===== src/rtl/rmw_seq_pkg.sv =====
package rmw_seq_pkg;

  localparam int BYTE_W = 8;
  localparam int ADDR_W = 2 * BYTE_W;

  typedef logic [BYTE_W-1:0] byte_t;
  typedef logic [ADDR_W-1:0] addr_t;

  typedef enum logic [3:0] {
    ST_IDLE,
    ST_OPLO,
    ST_OPHI,
    ST_PTR,
    ST_INDLO,
    ST_INDHI,
    ST_DUMMY,
    ST_READ,
    ST_WSTORE,
    ST_WBACK,
    ST_WMOD
  } seq_state_t;

  // low byte plus index, carry in the top bit
  function automatic logic [BYTE_W:0] idx_sum(byte_t lo, byte_t idx);
    return {1'b0, lo} + {1'b0, idx};
  endfunction

  // high byte after the page fix-up
  function automatic byte_t page_fix(byte_t hi, logic c);
    return hi + {{(BYTE_W-1){1'b0}}, c};
  endfunction

  // successor of a zero-page pointer, wrapping inside the page
  function automatic byte_t zp_succ(byte_t p);
    return p + byte_t'(1);
  endfunction

  function automatic addr_t join_addr(byte_t hi, byte_t lo);
    return {hi, lo};
  endfunction

  // total bus accesses of one sequence
  function automatic int unsigned access_total(logic ind, logic rw);
    return 32'd4 + (ind ? 32'd1 : 32'd0) + (rw ? 32'd2 : 32'd0);
  endfunction

endpackage


===== src/rtl/rmw_seq_fsm.sv =====
module rmw_seq_fsm
  import rmw_seq_pkg::*;
(
  input  logic       clk,
  input  logic       rst_n,
  input  logic       start,
  input  logic       mode,
  input  logic       rmw,
  output seq_state_t state,
  output logic       mode_q,
  output logic       rmw_q,
  output logic       accept,
  output logic       access,
  output logic       pc_fetch,
  output logic       dummy_cyc,
  output logic       wr_back,
  output logic       write_cyc,
  output logic       busy,
  output logic       done
);

  seq_state_t nxt;

  assign busy      = (state != ST_IDLE);
  assign accept    = start && !busy;
  assign access    = busy;
  assign pc_fetch  = (state == ST_OPLO) || (state == ST_OPHI) || (state == ST_PTR);
  assign dummy_cyc = (state == ST_DUMMY);
  assign wr_back   = (state == ST_WBACK);
  assign write_cyc = (state == ST_WSTORE) || (state == ST_WBACK) || (state == ST_WMOD);

  always_comb begin
    nxt = state;
    unique case (state)
      ST_IDLE:   if (start) nxt = mode ? ST_PTR : ST_OPLO;
      ST_OPLO:   nxt = ST_OPHI;
      ST_OPHI:   nxt = ST_DUMMY;
      ST_PTR:    nxt = ST_INDLO;
      ST_INDLO:  nxt = ST_INDHI;
      ST_INDHI:  nxt = ST_DUMMY;
      ST_DUMMY:  nxt = rmw_q ? ST_READ : ST_WSTORE;
      ST_READ:   nxt = ST_WBACK;
      ST_WBACK:  nxt = ST_WMOD;
      ST_WMOD:   nxt = ST_IDLE;
      ST_WSTORE: nxt = ST_IDLE;
      default:   nxt = ST_IDLE;
    endcase
  end

  always_ff @(posedge clk or negedge rst_n) begin
    if (!rst_n) begin
      state  <= ST_IDLE;
      mode_q <= 1'b0;
      rmw_q  <= 1'b0;
      done   <= 1'b0;
    end else begin
      state <= nxt;
      done  <= (state == ST_WSTORE) || (state == ST_WMOD);
      if (accept) begin
        mode_q <= mode;
        rmw_q  <= rmw;
      end
    end
  end

  // completion strobe lasts one cycle
  assert_done_single_R9: assert property (@(posedge clk) disable iff (!rst_n)
    done |=> !done);

  // a running sequence keeps its captured form when start toggles
  assert_start_ignored_R9: assert property (@(posedge clk) disable iff (!rst_n)
    (busy && state != ST_WSTORE && state != ST_WMOD) |=> busy && $stable(mode_q) && $stable(rmw_q));

  // the unmodified write-back is always followed by a write
  assert_second_write_R7: assert property (@(posedge clk) disable iff (!rst_n)
    wr_back |=> write_cyc);

endmodule


===== src/rtl/rmw_seq_addr.sv =====
module rmw_seq_addr
  import rmw_seq_pkg::*;
(
  input  logic       clk,
  input  logic       rst_n,
  input  logic       accept,
  input  seq_state_t state,
  input  addr_t      pc_start,
  input  byte_t      index,
  input  byte_t      rdata,
  input  byte_t      store_data,
  input  byte_t      mod_data,
  output addr_t      addr,
  output byte_t      wdata,
  output addr_t      pc_q,
  output byte_t      rd_q,
  output logic       carry
);

  byte_t ptr_q;
  byte_t base_lo;
  byte_t base_hi;
  byte_t idx_q;
  logic [BYTE_W:0] sum;
  addr_t raw_addr;
  addr_t eff_addr;

  assign sum      = idx_sum(base_lo, idx_q);
  assign carry    = sum[BYTE_W];
  assign raw_addr = join_addr(base_hi, sum[BYTE_W-1:0]);
  assign eff_addr = join_addr(page_fix(base_hi, carry), sum[BYTE_W-1:0]);

  always_comb begin
    addr = pc_q;
    unique case (state)
      ST_INDLO:  addr = join_addr('0, ptr_q);
      ST_INDHI:  addr = join_addr('0, zp_succ(ptr_q));
      ST_DUMMY:  addr = raw_addr;
      ST_READ, ST_WSTORE, ST_WBACK, ST_WMOD: addr = eff_addr;
      default:   addr = pc_q;
    endcase
  end

  always_comb begin
    unique case (state)
      ST_WSTORE: wdata = store_data;
      ST_WBACK:  wdata = rd_q;
      ST_WMOD:   wdata = mod_data;
      default:   wdata = '0;
    endcase
  end

  always_ff @(posedge clk or negedge rst_n) begin
    if (!rst_n) begin
      pc_q    <= '0;
      ptr_q   <= '0;
      base_lo <= '0;
      base_hi <= '0;
      idx_q   <= '0;
      rd_q    <= '0;
    end else begin
      if (accept) begin
        pc_q  <= pc_start;
        idx_q <= index;
      end
      unique case (state)
        ST_OPLO:  begin base_lo <= rdata; pc_q <= pc_q + addr_t'(1); end
        ST_OPHI:  begin base_hi <= rdata; pc_q <= pc_q + addr_t'(1); end
        ST_PTR:   begin ptr_q   <= rdata; pc_q <= pc_q + addr_t'(1); end
        ST_INDLO: base_lo <= rdata;
        ST_INDHI: base_hi <= rdata;
        ST_READ:  rd_q    <= rdata;
        default:  ;
      endcase
    end
  end

  // pointer high fetch is the next zero-page byte, wrapping
  assert_zp_wrap_R4: assert property (@(posedge clk) disable iff (!rst_n)
    (state == ST_INDHI) |-> addr[ADDR_W-1:BYTE_W] == '0 &&
      addr[BYTE_W-1:0] == byte_t'($past(addr[BYTE_W-1:0]) + byte_t'(1)));

  // value read at the effective address is what gets written back
  assert_wback_value_R6: assert property (@(posedge clk) disable iff (!rst_n)
    (state == ST_WBACK) |-> wdata == $past(rdata));

endmodule


===== src/rtl/rmw_seq_count.sv =====
module rmw_seq_count #(
  parameter int CNT_W = 4
) (
  input  logic             clk,
  input  logic             rst_n,
  input  logic             clear,
  input  logic             step,
  output logic [CNT_W-1:0] count
);

  always_ff @(posedge clk or negedge rst_n) begin
    if (!rst_n)     count <= '0;
    else if (clear) count <= '0;
    else if (step)  count <= count + CNT_W'(1);
  end

  // every access adds exactly one
  assert_count_step_R8: assert property (@(posedge clk) disable iff (!rst_n)
    step |=> count == $past(count) + CNT_W'(1));

endmodule


===== src/rtl/rmw_seq.sv =====
module rmw_seq
  import rmw_seq_pkg::*;
#(
  parameter int CNT_W = 4
) (
  input  logic              clk,
  input  logic              rst_n,
  input  logic              start,
  input  logic              mode,
  input  logic              rmw,
  input  logic [7:0]        index,
  input  logic [15:0]       pc_start,
  input  logic [7:0]        store_data,
  input  logic [7:0]        mod_data,
  input  logic [7:0]        rdata,
  output logic [15:0]       addr,
  output logic              we,
  output logic [7:0]        wdata,
  output logic [15:0]       pc_out,
  output logic [7:0]        read_value,
  output logic [CNT_W-1:0]  cycle_count,
  output logic              busy,
  output logic              done
);

  seq_state_t state;
  logic mode_q, rmw_q, accept, access, pc_fetch, dummy_cyc, wr_back, write_cyc;
  logic carry;

  rmw_seq_fsm u_fsm (
    .clk       (clk),
    .rst_n     (rst_n),
    .start     (start),
    .mode      (mode),
    .rmw       (rmw),
    .state     (state),
    .mode_q    (mode_q),
    .rmw_q     (rmw_q),
    .accept    (accept),
    .access    (access),
    .pc_fetch  (pc_fetch),
    .dummy_cyc (dummy_cyc),
    .wr_back   (wr_back),
    .write_cyc (write_cyc),
    .busy      (busy),
    .done      (done)
  );

  rmw_seq_addr u_addr (
    .clk        (clk),
    .rst_n      (rst_n),
    .accept     (accept),
    .state      (state),
    .pc_start   (pc_start),
    .index      (index),
    .rdata      (rdata),
    .store_data (store_data),
    .mod_data   (mod_data),
    .addr       (addr),
    .wdata      (wdata),
    .pc_q       (pc_out),
    .rd_q       (read_value),
    .carry      (carry)
  );

  rmw_seq_count #(.CNT_W(CNT_W)) u_count (
    .clk   (clk),
    .rst_n (rst_n),
    .clear (accept),
    .step  (access),
    .count (cycle_count)
  );

  assign we = write_cyc;

  // every operand fetch advances the program counter by one
  assert_pc_step_R1: assert property (@(posedge clk) disable iff (!rst_n)
    pc_fetch |=> pc_out == $past(pc_out) + 16'd1);

  // access after the dummy read keeps the low byte and fixes the page
  assert_page_fix_R3: assert property (@(posedge clk) disable iff (!rst_n)
    dummy_cyc |=> addr[7:0] == $past(addr[7:0]) &&
      addr[15:8] == $past(addr[15:8]) + {7'd0, $past(carry)});

  // the first write of a sequence is preceded by a read at the same low byte
  assert_read_before_write_R2: assert property (@(posedge clk) disable iff (!rst_n)
    $rose(we) |-> !$past(we) && $past(addr[7:0]) == addr[7:0]);

  // second write hits the same address as the write-back
  assert_same_addr_R7: assert property (@(posedge clk) disable iff (!rst_n)
    wr_back |=> we && $stable(addr));

  // access total at completion
  assert_total_R8: assert property (@(posedge clk) disable iff (!rst_n)
    done |-> cycle_count == CNT_W'(access_total(mode_q, rmw_q)));

  // completion follows a write and leaves the block idle
  assert_done_after_write_R9: assert property (@(posedge clk) disable iff (!rst_n)
    done |-> !busy && $past(we));

  // no write outside a sequence
  assert_idle_no_write_R10: assert property (@(posedge clk) disable iff (!rst_n)
    !busy |-> !we);

endmodule


===== config.mk =====
export PLATFORM = sky130hd
export DESIGN_NAME = rmw_seq
export DESIGN_NICKNAME = d
export VERILOG_FILES = /design/src/rtl/rmw_seq_pkg.sv /design/src/rtl/rmw_seq_fsm.sv /design/src/rtl/rmw_seq_addr.sv /design/src/rtl/rmw_seq_count.sv /design/src/rtl/rmw_seq.sv
export SDC_FILE = /design/constraint.sdc
export NUM_CORES = 1
export LEC_CHECK = 0
export ABC_CLOCK_PERIOD_IN_PS = 4100
export BUFFER_PORTS_ARGS = -buffer_cell sky130_fd_sc_hd__clkbuf_2
export CAP_MARGIN = 30
export CORE_AREA = 2 2 90 92
export DETAILED_ROUTE_END_ITERATION = 6
export DIE_AREA = 0 0 92 94
export GPL_TIMING_DRIVEN = 0
export PLACE_DENSITY = 0.81
export SLEW_MARGIN = 20
export SYNTH_ARGS = -nofsm -noshare
export SYNTH_HDL_FRONTEND = slang
export SYNTH_SLANG_ARGS = --single-unit

===== constraint.sdc =====
create_clock -name clk -period 4.1 [get_ports clk]
set_input_delay 0.41 -clock clk [delete_from_list [all_inputs] [get_ports clk]]
set_output_delay 0.41 -clock clk [all_outputs]
set_load 0.05 [all_outputs]

### After elaboration in Yosys (flattened, before gate mapping)

Index checks and enable logic that the tools add are counted.

* input port bits: 53
* output and inout port bits: 55
* word-level logic and storage cells: 49
* bits in registers: 66

* eq/ne operators: 11
* muxes and demuxes: 10
* $add $sub $neg: 5
* reductions and logical operators: 13

Operators with widths (count)
* $pmux 16 s4: 1
* $mux 16: 2
* $pmux 4 s8: 1
* $pmux 8 s3: 1
* $add 16x1->16 const B: 1
* $eq 4x3->1 const B: 4
* $mux 4: 4
* $eq 4x4->1 const B: 3
* $add 8x8->9: 1
* $add 8x1->8: 1
* $add 8x1->8 const B: 1
* $eq 4x2->1 const B: 2
* $add 4x1->4 const B: 1
* $eq 4x1->1 const B: 1
* $logic_not 4->1: 1
* $reduce_bool 2->1: 2
* $reduce_bool 4->1: 1
* $reduce_or 2->1: 2
* $reduce_or 4->1: 1
* $logic_or 1x1->1: 3
* $reduce_or 3->1: 1
* $mux 2: 1
* $ne 2x2->1 const B: 1
* $logic_and 1x1->1: 1
* $logic_not 1->1: 1

### Longest topological paths before layout

Gate-level depths: netlist of run 1.

* word-level depth: 5
* gate-level depth with buffers: 15
* gate-level depth less buffers: 15

### Hierarchy

A second synthesis of run 1 with hierarchy kept.

* cell total of the unflattened synthesis: 426
* area, all modules: 4207.8 µm²

By module, submodules not included
* rmw_seq_addr: cells an instance 367, instances 1, area an instance 3573.4 µm², sequential area each 1401.3 µm²
* rmw_seq_fsm: cells an instance 43, instances 1, area an instance 441.7 µm², sequential area each 175.2 µm²
* rmw_seq_count: cells an instance 16, instances 1, area an instance 192.7 µm², sequential area each 100.1 µm²

### Worst setup path before layout of run 1

No wires, ideal clock.

* path kind: register -> output
* from: reg u_addr.idx_q[0]
* to: out addr[15]
* path buffers: 0
* stages on the path, launching flop included: 14
* required time: 3.690 ns
* setup slack: 0.396 ns
* data arrival time: 3.294 ns
* path through: dfrtp_1 -> ha_1 -> inv_1 -> fa_1 -> nor2b_1 -> o31ai_1 -> a21oi_1 -> o21ai_0 -> nand2b_1 -> ha_1 -> and3_1 -> and3_1 -> nand3_1 -> o311ai_1

* word-level cells in the longest chain between the ends: 3

RTL lines
* from (decl): line rmw_seq_addr.sv:23 `byte_t idx_q;`
* from (signal assigned): line rmw_seq_addr.sv:64 `idx_q <= index;`
* $add 8x8->9: line rmw_seq_pkg.sv:25 `return {1'b0, lo} + {1'b0, idx};`
* $add 8x1->8: line rmw_seq_pkg.sv:30 `return hi + {{(BYTE_W-1){1'b0}}, c};`
* $pmux 16 s4: line rmw_seq_addr.sv:35 `unique case (state)`
* to (decl): line rmw_seq.sv:16 `output logic [15:0] addr,`

No other way between the ends.

### Worst setup path in the final report of run 1

Same ends and word-level chain as after synthesis.

==> flow_metrics.py, run 1 <==
metrics = {
    "outcome": {
        "run_status": "completed",
    },
    "setup_path": {
        "worst_path_largest_cell_delay_ns": 0.40,
        "critical_path_class": "register to output port",
        "r2r_setup_slack_ns": 2.10,
        "reg2reg_depth": 6,
        "cp_slowest_cell": "fa_1",
        "path_max_fanout": 4,
        "path_cells": "ha_1, inv_1, fa_1, nor2b_1, o31ai_2, a21oi_1, o21ai_0, nand2b_1, ha_1, and3_1, and3_1, nand3_1, o311ai_1, clkbuf_2",
        "cp-end-kind": "output port",
        "start_kind": "register",
        "cp.required_ns": 3.69,
        "r2r_end": "u_addr.pc_q[8]$_DFFE_PN0P_",
        "critical_path.top_delay_family": "simple AND/OR/NAND/NOR gates",
        "rr_startpoint": "u_fsm.state[1]$_DFFE_PN0P_",
        "crit_arrival_ns": 3.38,
        "critPathBufInv": 2,
    },
    "yosys": {
        "syn-num-nets": 500,
        "synth_most_common_cell": "dfrtp_1",
        "synth_largest_area_cell": "dfrtp_1",
        "syn_inst": 433,
        "ys_seq_area_frac": 0.401,
        "ys_ff_latch": 66,
        "synth_ff_type": "dfrtp_1",
        "ys_types": 69,
        "yosys-top-cells-count": "dfrtp_1, nand2_1, nor2_1, o21ai_0, a21oi_1",
        "synth.top_cell.area_share": 0.401,
        "synthTopCellsByArea": "dfrtp_1, nand2_1, mux2_2, nor2_1, ha_1",
        "synth_edf_count": 0,
        "netlist_area_um2": 4120,
        "async_reset_ff_frac": 1.00,
        "ys_warn_count": 0,
        "syn_avg_cell_area_um2": 9.52,
    },
    "grt": {
        "antenna_found_initial": 0,
        "grt_pass1_vias": 3645,
        "grt_max_degree": 41,
        "grt_pass1_wl_um": 18400,
        "grt_usage": 0.272,
        "overflow": 0,
    },
    "cts": {
        "cts_max_path_buffers": 2,
        "path_clk_slew_ns": 0.08,
        "cts-htree-levels": 3,
        "tritoncts": "done",
        "cts_root_buffer": "clkbuf_8",
        "clk-insertion-delay-late_ns": 0.34,
        "cts_sinks": 66,
        "post-cts-setup-buffers": 0,
        "cts_buffers": 9,
    },
    "layout": {
        "drive_gt1_frac": 0.318,
        "diodes": 0,
        "regArea_um2": 1650,
        "multiInputGateArea_um2": 2300,
        "fin_util": 0.659,
        "num-fill-cells": 619,
        "instances_no_fill": 659,
        "final_nets": 619,
        "area_delta_synth_final_pct": 21.7,
        "finalInstanceArea_um2": 5020,
    },
    "timing": {
        "min_period_ns": 3.79,
        "tightest_slew_ns": 0.506,
        "setup_violations": 0,
        "maxSlewHeadroom": 0.663,
        "tns_ns": 0,
        "final_hold_viol_count": 0,
        "fmax_mhz": 264,
        "drv_slew": 0,
        "skew_ns": 0.0103,
        "fin_crit_sh": 0.925,
        "rsz0062_at_grt": "false",
    },
    "detailed_routing": {
        "met2_length_um": 5190,
        "totalWireLength_um": 11300,
        "wl_per_cell_um": 17.2,
        "drt_iter0_drc": 228,
        "vias_per_cell": 5.97,
        "met3_length_um": 808,
        "drt_first_pass_iters": 7,
        "drtAntennaViolNets": 0,
        "route.vias.total": 3931,
        "top_layer": "met4",
        "wl_met1_um": 5070,
        "drc": 0,
    },
    "floorplanning": {
        "die_w_um": 92,
        "num_rows": 32,
        "initial_core_util": 0.542,
        "core-area_um2": 7610,
        "die_height_um": 94,
        "die-area_um2": 8650,
        "ios": 108,
    },
    "place": {
        "placed_area_um2": 4810,
        "place.port_buffers": 107,
        "dp_cells": 643,
        "dp_hpwl_um": 8470,
        "place_congestion": 0.912,
    },
    "run": {
        "drv_cap": 0,
    },
    "min_path": {
        "hold_class": "input pin to async pin",
    },
}
==> area by class of cell <==
type	count	share of cell area
Clock buffer	12	0.0309
Multi-Input combinational cell	333	0.459
Sequential cell	66	0.329
Tap cell	102	0.0254
Timing Repair Buffer	108	0.111
Buffer	19	0.0232
Inverter	15	0.0112
Clock inverter	4	0.00998
==> logic make-up after synthesis <==
| family | after synthesis | share of synthesized area |
|---|---|---|
| buffers and inverters | 34 | 0.0419 |
| muxes | 40 | 0.114 |
| xor gates and xnor gates | 10 | 0.0213 |
| adders and majority gates | 14 | 0.0443 |
| DFF | 66 | 0.401 |
| AOI/OAI and AO/OA | 109 | 0.182 |
| and+or+nand+nor | 160 | 0.196 |
==> metal layers <==
layer,global-route usage,vias up
met1,0.375,1895
li1,-,1823
met2,0.429,190
met4,0.107,0
met3,0.0474,23
met5,0,-
==> stage by stage <==
stage	hold slack [ns]	setup slack (ns)
after floorplan	0.114	0.396
after global placement	0.466	0.701
after detailed placement	0.387	0.640
after CTS	0.0143	0.258
after global routing	0.0323	0.00225
final	0.00956	0.306
==> flip-flops by register name, indices dropped and copies added (netlist names) <==
register / cells
u_addr.base_hi: 8
u_addr.base_lo: 8
u_addr.idx_q: 8
u_addr.pc_q: 16
u_addr.ptr_q: 8
u_addr.rd_q: 8
u_count.count: 4
u_fsm.done: 1
u_fsm.rmw_q: 1
u_fsm.state: 4
==> worst max path at each step <==
stage	cells past startpoint	to	startpoint	slack, ns
3_5_place_dp	16	addr[14]	u_addr.idx_q[0]$_DFFE_PN0P_	0.64
6_report	14	addr[15]	u_addr.idx_q[0]$_DFFE_PN0P_	0.31
3_3_place_gp	16	addr[14]	u_addr.idx_q[0]$_DFFE_PN0P_	0.70
4_1_cts	16	addr[14]	u_addr.idx_q[0]$_DFFE_PN0P_	0.26
2_1_floorplan	13	addr[15]	u_addr.idx_q[0]$_DFFE_PN0P_	0.40
5_1_grt	16	addr[14]	u_addr.base_lo[0]$_DFFE_PN0P_	0.002
==> worst reg2reg max path, cell delays in order, from the launching register on <==
cell     delay, ns
dfrtp_1       0.38
buf_6         0.14
nor4_4        0.46
nand2_2       0.25
nand2_1       0.23
o21ai_0       0.12
a221o_1       0.30
==> layout by cell type, fill, tap and decap left out, drive strengths merged, types with 3 or more instances in the layout <==
master	n
nand2b	4
dfrtp	66
nor3b	5
buf	17
nor2	46
o21ai	31
nor3	8
inv	15
and3	10
nand2	54
ha	13
xnor2	8
a31oi	3
a221o	7
o22ai	5
nand3	10
mux2i	8
o311ai	7
clkbuf	122
o211ai	4
a21oi	26
mux2	32
nor2b	4
nand4	6
a211oi	3
==> what timing repair did <==
action                                  CTS  global route
endpoints found under the hold margin     0             0
resized for setup                         0             2
hold buffers                              0             0
endpoints found under the setup margin    0             1
Power of run 1 is left out: the tool's default activity adds up to more than one toggle a clock period on the data nets, which glitch-free logic cannot reach.
==> run 2: changes to the inputs <==
- RECOVER_POWER: unset -> 25
==> run 2 against run 1 <==
Net effect: the run now ends with capacitance limit, slew limit left; hold slack gained 0.24 ns; register-to-register slack is essentially flat; non-clock buffer count is the same; highest routed layer unchanged; maximum frequency is essentially flat; final cell count is the same; first-iteration DRC count is the same; wire length is essentially flat.
==> flow_metrics.py, run 2 (synthesis results as in run 1) <==
metrics = {
    "outcome": {
        "run_status": "finished with violations",
        "violations": "capacitance limit, slew limit",
    },
    "min_path": {
        "whs_path_depth": 3,
        "worstHoldEndpoint": "u_addr.idx_q[7]$_DFFE_PN0P_",
        "holdCritStartpoint": "index[7]",
        "hold_class": "input pin to register",
    },
    "timing": {
        "drv_slew": 41,
        "tightest_slew_ns": 2.11,
        "tns_ns": 0,
        "skew_ns": 0.0103,
        "rsz0062_at_grt": "false",
        "setup_violations": 0,
        "final_hold_viol_count": 0,
        "maxSlewHeadroom": -0.408,
        "fmax_mhz": 264,
        "min_period_ns": 3.79,
        "timing.final.ws_setup_ns": 0.307,
        "fin_crit_sh": 0.925,
    },
    "detailed_routing": {
        "drtAntennaViolNets": 0,
        "drt_first_pass_iters": 5,
        "route.vias.total": 3922,
        "wl_per_cell_um": 17.2,
        "drt_iter0_drc": 228,
        "totalWireLength_um": 11300,
        "vias_per_cell": 5.95,
        "drc": 0,
    },
    "setup_path": {
        "cp.required_ns": 3.69,
        "start_kind": "register",
        "worstSetupStartpoint": "u_addr.idx_q[0]$_DFFE_PN0P_",
        "crit_arrival_ns": 3.38,
        "critical_path_class": "register to output port",
        "reg2reg_depth": 6,
        "r2r_end": "u_addr.pc_q[8]$_DFFE_PN0P_",
        "path_max_fanout": 4,
        "r2r_setup_slack_ns": 2.11,
        "rr_startpoint": "u_fsm.state[1]$_DFFE_PN0P_",
        "cp-end-kind": "output port",
    },
    "cts": {
        "cts_buffers": 9,
        "cts_max_path_buffers": 2,
        "path_clk_slew_ns": 0.08,
        "cts_sinks": 66,
        "cts-htree-levels": 3,
        "cts_root_buffer": "clkbuf_8",
        "cts_hold_buf": 0,
        "post-cts-setup-buffers": 0,
        "cts_resized": 0,
        "clk-insertion-delay-late_ns": 0.34,
        "tritoncts": "done",
    },
    "place": {
        "dp_slack_ns": 0.640,
        "dp_hpwl_um": 8470,
        "place_congestion": 0.912,
        "place.port_buffers": 107,
    },
    "floorplanning": {
        "core-area_um2": 7610,
        "die_height_um": 94,
        "die-area_um2": 8650,
        "initial_core_util": 0.542,
        "die_w_um": 92,
        "num_rows": 32,
        "ios": 108,
    },
    "layout": {
        "area_delta_synth_final_pct": 21.3,
        "final_common_cell": "clkbuf_2",
        "regMostFlops": "u_addr.pc_q",
        "final_nets": 619,
        "drive_gt1_frac": 0.314,
        "fin_util": 0.657,
        "largest_register_ffs": 16,
        "final_cell_mix": "clkbuf_2, dfrtp_1, nand2_1, nor2_1, o21ai_0",
        "diodes": 0,
    },
    "grt": {
        "grt_max_degree": 41,
        "overflow": 0,
        "antenna_found_initial": 0,
        "grt_usage": 0.272,
        "grt_pass1_wl_um": 18400,
        "grt_pass1_vias": 3645,
    },
    "run": {
        "drv_cap": 1,
    },
}
-- run 2: changes by cell type in the layout (fill, tap and decap cells not counted) --
cell,delta
clkbuf_1,+2
buf_12,-1
clkbuf_4,-1
-- run 2: worst max path at each step --
stage                     endpoint  slack (ns)  depth (start not counted)
final                     addr[15]        0.31                         14
after global routing      addr[14]       0.002                         16
after CTS                 addr[14]        0.26                         16
after detailed placement  addr[14]        0.64                         16
after global placement    addr[14]        0.70                         16
after floorplan           addr[15]        0.40                         13
-- run 2: critical path: stages (launching register included) --
cell and delay, ns:
dfrtp_1 0.37, ha_1 0.19, inv_1 0.06, fa_1 0.40, nor2b_1 0.19, o31ai_2 0.09, a21oi_1 0.17, o21ai_0 0.10
nand2b_1 0.11, ha_1 0.18, and3_1 0.20, and3_1 0.26, nand3_1 0.11, o311ai_1 0.27, clkbuf_2 0.34
-- run 2: layer usage --
| layer | vias to the layer above | track usage | wire length [um] |
|---|---|---|---|
| met5 | - | 0 | 0 |
| met1 | 1893 | 0.375 | 5070 |
| met2 | 185 | 0.429 | 5210 |
| li1 | 1823 | - | - |
| met3 | 21 | 0.0474 | 795 |
| met4 | 0 | 0.107 | 238 |
-- run 2: area by class of cell --
class,instances,area (um2)
Fill cell,622,2610
Multi-Input combinational cell,333,2300
Sequential cell,66,1650
Timing Repair Buffer,108,538
Clock buffer,12,155
Tap cell,102,128
Buffer,19,116
Inverter,15,56.3
Clock inverter,4,50.0
-- run 2: metrics by stage --
step	area [um2]	instances	hold WS, ns
2_1_floorplan	4120	433	0.114
3_3_place_gp	4780	642	0.466
3_5_place_dp	4810	643	0.387
4_1_cts	5010	659	0.0143
5_1_grt	5000	659	0.252
6_report	5000	659	0.251
Power of run 2 is left out for the same reason.
